### config.mk
export PLATFORM = sky130hd
export DESIGN_NAME = vconn_ocp_gate
export DESIGN_NICKNAME = d
export VERILOG_FILES = /design/src/rtl/vcocp_pkg.sv /design/src/rtl/vcocp_window.sv /design/src/rtl/vcocp_select.sv /design/src/rtl/vcocp_trip.sv /design/src/rtl/vconn_ocp_gate.sv
export SDC_FILE = /design/constraint.sdc
export NUM_CORES = 1
export LEC_CHECK = 0
export BUFFER_PORTS_ARGS = -buffer_cell sky130_fd_sc_hd__buf_2
export CAP_MARGIN = 20
export CORE_MARGIN = 4
export CORE_UTILIZATION = 55
export DETAILED_ROUTE_END_ITERATION = 12
export PLACE_DENSITY = 0.74
export SKIP_CTS_REPAIR_TIMING = 1
export SYNTH_ARGS = -nofsm -noshare
export SYNTH_HDL_FRONTEND = slang
export SYNTH_SLANG_ARGS = --single-unit
### constraint.sdc
create_clock -name clk -period 2.17 [get_ports clk]
set_input_delay 0.217 -clock clk [delete_from_list [all_inputs] [get_ports clk]]
set_output_delay 0.217 -clock clk [all_outputs]
set_load 0.1 [all_outputs]
### src/rtl/vcocp_pkg.sv
package vcocp_pkg;

    // Phase of the soft-start window.
    typedef enum logic [1:0] {
        PH_IDLE = 2'd0,
        PH_SOFT = 2'd1,
        PH_RUN  = 2'd2
    } phase_e;

    // Synchronized comparator pair from the analog sense path.
    typedef struct packed {
        logic hi;   // inrush threshold exceeded
        logic lo;   // normal threshold exceeded
    } cmp_s;

    // Qualifying context for monitoring.
    typedef struct packed {
        logic normal;
        logic closed;
    } ctx_s;

    function automatic int unsigned win_from_us(int unsigned mhz, int unsigned us);
        return mhz * us;
    endfunction

    // Comparator that counts in the given phase.
    function automatic logic pick_cmp(phase_e ph, cmp_s c);
        case (ph)
            PH_SOFT: return c.hi;
            PH_RUN:  return c.lo;
            default: return 1'b0;
        endcase
    endfunction

endpackage

### src/rtl/vcocp_window.sv
module vcocp_window
    import vcocp_pkg::*;
#(
    parameter int unsigned WIN_CYCLES = 150000
) (
    input  logic   clk,
    input  logic   rst,
    input  ctx_s   ctx,
    output phase_e phase
);
    localparam int unsigned CW = $clog2(WIN_CYCLES + 1);
    localparam logic [CW-1:0] LAST = CW'(WIN_CYCLES - 1);

    logic [CW-1:0] cnt;
    logic          enable;

    assign enable = ctx.normal & ctx.closed;

    always_ff @(posedge clk) begin
        if (rst || !enable) begin
            phase <= PH_IDLE;
            cnt   <= '0;
        end else begin
            case (phase)
                PH_IDLE: begin
                    phase <= PH_SOFT;
                    cnt   <= '0;
                end
                PH_SOFT: begin
                    if (cnt == LAST) phase <= PH_RUN;
                    else             cnt   <= cnt + 1'b1;
                end
                PH_RUN:  phase <= PH_RUN;
                default: phase <= PH_IDLE;
            endcase
        end
    end


    cancel_on_open_chk: assert property (@(posedge clk) disable iff (rst)
        !ctx.closed |=> phase == PH_IDLE);


    cancel_off_normal_chk: assert property (@(posedge clk) disable iff (rst)
        !ctx.normal |=> phase == PH_IDLE);


    window_open_chk: assert property (@(posedge clk) disable iff (rst)
        (phase == PH_IDLE && enable) |=> (phase == PH_SOFT && cnt == '0));


    window_hold_chk: assert property (@(posedge clk) disable iff (rst)
        (phase == PH_SOFT && cnt != LAST && enable) |=> phase == PH_SOFT);


    run_after_soft_chk: assert property (@(posedge clk) disable iff (rst)
        (phase == PH_RUN) |-> $past(phase) != PH_IDLE);

endmodule

### src/rtl/vcocp_select.sv
module vcocp_select
    import vcocp_pkg::*;
(
    input  phase_e phase,
    input  cmp_s   cmp,
    input  ctx_s   ctx,
    output logic   active
);
    always_comb begin
        active = ctx.normal & ctx.closed & pick_cmp(phase, cmp);
    end
endmodule

### src/rtl/vcocp_trip.sv
module vcocp_trip (
    input  logic clk,
    input  logic rst,
    input  logic active,
    input  logic alarm,
    output logic trip
);
    logic fired;
    logic fire;

    assign fire = active & ~fired & ~alarm;

    always_ff @(posedge clk) begin
        if (rst) begin
            trip  <= 1'b0;
            fired <= 1'b0;
        end else begin
            trip <= fire;
            if (!active)   fired <= 1'b0;
            else if (fire) fired <= 1'b1;
        end
    end


    reset_quiet_chk: assert property (@(posedge clk)
        rst |=> !trip);


    single_pulse_chk: assert property (@(posedge clk) disable iff (rst)
        trip |=> !trip);


    alarm_block_chk: assert property (@(posedge clk) disable iff (rst)
        alarm |=> !trip);

endmodule

### src/rtl/vconn_ocp_gate.sv
module vconn_ocp_gate
    import vcocp_pkg::*;
#(
    parameter int unsigned CLK_MHZ    = 250,
    parameter int unsigned WIN_US     = 600,
    parameter int unsigned WIN_CYCLES = win_from_us(CLK_MHZ, WIN_US)
) (
    input  logic clk,
    input  logic rst,
    input  logic pwr_normal,
    input  logic vconn_closed,
    input  logic cmp_inrush,
    input  logic cmp_normal,
    input  logic seq_alarm,
    output logic ocp_trip
);
    ctx_s   ctx;
    cmp_s   cmp;
    phase_e phase;
    logic   active;

    assign ctx = '{normal: pwr_normal, closed: vconn_closed};
    assign cmp = '{hi: cmp_inrush, lo: cmp_normal};

    vcocp_window #(.WIN_CYCLES(WIN_CYCLES)) u_win (
        .clk   (clk),
        .rst   (rst),
        .ctx   (ctx),
        .phase (phase)
    );

    vcocp_select u_sel (
        .phase  (phase),
        .cmp    (cmp),
        .ctx    (ctx),
        .active (active)
    );

    vcocp_trip u_trip (
        .clk    (clk),
        .rst    (rst),
        .active (active),
        .alarm  (seq_alarm),
        .trip   (ocp_trip)
    );


    soft_ignores_normal_chk: assert property (@(posedge clk) disable iff (rst)
        (phase == PH_SOFT && !cmp_inrush) |=> !ocp_trip);


    open_no_trip_chk: assert property (@(posedge clk) disable iff (rst)
        !vconn_closed |=> !ocp_trip);


    off_mode_no_trip_chk: assert property (@(posedge clk) disable iff (rst)
        !pwr_normal |=> !ocp_trip);

endmodule

==> results.tsv <==
stage	metric	value	unit
cells_and_area	Final Util	0.6334	
route	Via Count	1029	
power	leak pwr	0.0004015	uW
synthesis	adder-cell share of the synthesized area	0.04464	
synthesis	Post-synth EDFFs	0	
clocking	Reg clk slew, reported paths	0.12	ns
synthesis	largest family of logic cells by synthesized area	simple AND/OR/NAND/NOR gates	
synthesis	synth unique cells	37	
clocking	Clk Tree Root Cell	clkbuf_4	
worst_setup_path	CP Launch Type	flop	
place	placer congestion estimate	0.8867	
cells_and_area	Nets	157	
worst_setup_path	Worst setup endpoint	u_win.cnt[15]	
worst_setup_path	worst path required time	2.42	ns
sta	Slew @ Worst Pin	0.4961	ns
die	Die Area	0.002824	mm^2
route	WL per Instance	13.56	um
power	Pwr Density	538.0	mW/mm^2
worst_setup_path	terminus of the critical flop-to-flop path	u_win.cnt[15]	
worst_setup_path	Worst EP arrival	2.20	ns
power	Net Sw Frac	0.2149	
route	drt first pass iters	4	
synthesis	top_reg_cell synth	dfxtp_1	
sta	TNS Setup	0	ns
place	port bufs	7	
worst_setup_path	Worst Setup SP	u_win.phase[1]	
die	Chip Height	53.15	um
synthesis	synthesized area	0.001121	mm^2
cells_and_area	layout cell share with drive strength beyond 1	0.1241	
cells_and_area	Layout area overhead	9.710	%
synthesis	syn nets	146	
sta	Final Hold Vio Count	0	
synthesis	warnings from Yosys	0	
cells_and_area	antenna cell count	0	
route	final wirelength	2333	um
power	cell-internal power	519.6	uW
grt	first-pass GRT wire length	4153	um
route	Avg Vias per Cell	5.983	
synthesis	cell taking the most area after synthesis	dfxtp_1	
synthesis	count leader, synth	dfxtp_1	
route	post-route ant nets	0	
clocking	worst-case clock buffer depth	2	
power	Reg power frac	0.613	
power	worst vdd ir	368.1	uV
worst_setup_path	Critical R2R Launch	u_win.phase[1]	
synthesis	area share of xor/xnor cells in the synthesized design	0.007813	
clocking	CTS tree	built	
clocking	Clock Latency Late Sink	0.31	ns
die	Starting Density	0.5773	
synthesis	register area share after synthesis	0.3929	
cells_and_area	fillcell total	181	
synthesis	synth top area cells	dfxtp_1 (39%), nand3_1 (7.1%), o31ai_1 (4.7%)	
die	site row count	16	
sta	max_slew headroom	0.6667	
grt	antenna violations before repair	0	
synthesis	top-area cell type share of the netlist area	0.3929	
outcome	outcome	finished clean	
sta	max frequency	512.2	MHz
sta	RSZ-0062 raised after global routing	no	
synthesis	post-synthesis simple-gate area fraction	0.3170	
synthesis	compound-cell area share of the yosys netlist	0.2042	
clocking	H-tree Lvls	1	
place	hpwl dp	1807	um
sta	# setup viols final	0	
sta	Tcrit/Tclk final	0.8998	
worst_setup_path	CP max FO	10	
grt	largest net degree at the start of global routing	15	
sta	Worst Skew	0.01250	ns
power	Gate power share	0.052	
synthesis	Cells after Synth	135	
worst_hold_path	Hold Path Stages	2	
synthesis	mux contribution to synthesized area	0	
power	P_sw	142.2	uW
worst_setup_path	CP endpoint kind	flop	
route	DRC	0	
synthesis	total of flip-flops plus latches after synthesis	22	
worst_hold_path	Hold Crit Class	input port to flop	
clocking	Num CTS Buffers	3	
sta	Slew Limit Fails	0	
worst_setup_path	R2R Setup Slk	0.22	ns
die	die width	53.15	um
die	Top Ports	8	
grt	gr ovfl total	0	
grt	Total Routing Usage GR	0.1987	
grt	vias in the first global route	957	
flow_run	maxcap violations	0	
synthesis	most common library cells after synthesis	dfxtp_1 (22), nand3_1 (16), nand2_1 (12)	
synthesis	post-synthesis async set-or-reset flop share	0	
route	initial drt markers	24	
clocking	CTS Sinks	22	
die	CORE AREA	0.001942	mm^2
sta	Tmin final	1.952	ns
worst_setup_path	Worst Reg2Reg Path Length in Cells	6	
worst_setup_path	WS Path Type	flop to flop	
synthesis	synthesized area per cell	8.304	um^2
power	power share of the clock group	0.335	
[kinds of logic (layout without fill, tap and decap cells)]
kind of cell	Yosys count	count (layout)
flip-flops	22	22
adder cells (fa/ha/maj)	4	4
AO/OA/AOI/OAI	35	35
XOR/XNOR	1	1
buffers and inverters	9	19
AND/OR/NAND/NOR	64	64
[power groups by stage]
| stage | registers, uW | clock network [uW] | logic [uW] |
|---|---|---|---|
| 6_report | 406 | 222 | 34.5 |
| 5_1_grt | 406 | 246 | 38.5 |
| 4_1_cts | 406 | 229 | 34.6 |
| 3_5_place_dp | 415 | 0 | 34.4 |
| 3_3_place_gp | 415 | 0 | 34.2 |
| 2_1_floorplan | 415 | 0 | 21.5 |
[per-layer routing]
layer  up-vias  GRT usage  share of wire
met5         -          0              0
met3         4    0.02535          0.027
met2        19     0.3388           0.50
met1       470     0.2444           0.46
met4         0    0.09362          0.015
li1        536          -              -
[layout make-up]
class | count | area [um^2] | area share
clock buffers | 4 | 36.28 | 0.02950
inverters | 5 | 18.77 | 0.01526
multi-input cells | 104 | 643.1 | 0.5229
flip-flops and latches | 22 | 440.4 | 0.3581
well taps | 27 | 33.78 | 0.02747
repair buffers | 10 | 57.56 | 0.04680
[sequential cells by signal, summed over array words and instances (netlist names)]
| signal | flops |
|---|---|
| u_win.phase | 2 |
| u_win.cnt | 18 |
| u_trip.fired | 1 |
| u_trip.trip | 1 |
[worst min-delay path by stage]
stage	startpoint	to
floorplan	seq_alarm	u_trip.trip
global placement	seq_alarm	u_trip.trip
detailed placement	seq_alarm	u_trip.trip
CTS	seq_alarm	u_trip.trip
global route	seq_alarm	u_trip.trip
finish	seq_alarm	u_trip.trip
[cells in the final DEF (no fill, tap or decap), types with 2 or more instances in the layout]
cell	netlist	final
a21oi_1	9	9
nand3_1	16	16
nor3_1	4	4
ha_1	4	4
and3_1	3	3
nand4_1	3	3
clkbuf_4	0	3
buf_2	0	7
a31oi_1	2	2
nand2_1	12	12
o21ai_0	6	6
o31ai_1	7	7
a21o_1	3	3
inv_1	5	5
or3_1	6	6
dfxtp_1	22	22
buf_4	1	3
nor2_1	9	9
[worst max-delay path, stage by stage, from the launching register on]
cell and delay (ns):
dfxtp_1 0.36, inv_1 0.08, ha_1 0.30, and3_1 0.21, a21o_1 0.27, or4_1 0.52, a21oi_1 0.15
[metrics by stage]
stage | total power [uW] | worst slack (ns) | cell area (um^2) | instances | hold slack (ns)
after floorplan | 436.3 | 0.3681 | 1121 | 135 | 0.2938
after global placement | 448.9 | 0.3027 | 1194 | 168 | 0.3944
after detailed placement | 449.3 | 0.2513 | 1194 | 168 | 0.4059
after CTS | 669.2 | 0.2137 | 1230 | 172 | 0.06842
after global routing | 690.8 | 0.03541 | 1230 | 172 | 0.06177
final | 661.8 | 0.2175 | 1230 | 172 | 0.07031
Note: power is estimated with default switching activity, not from simulation.
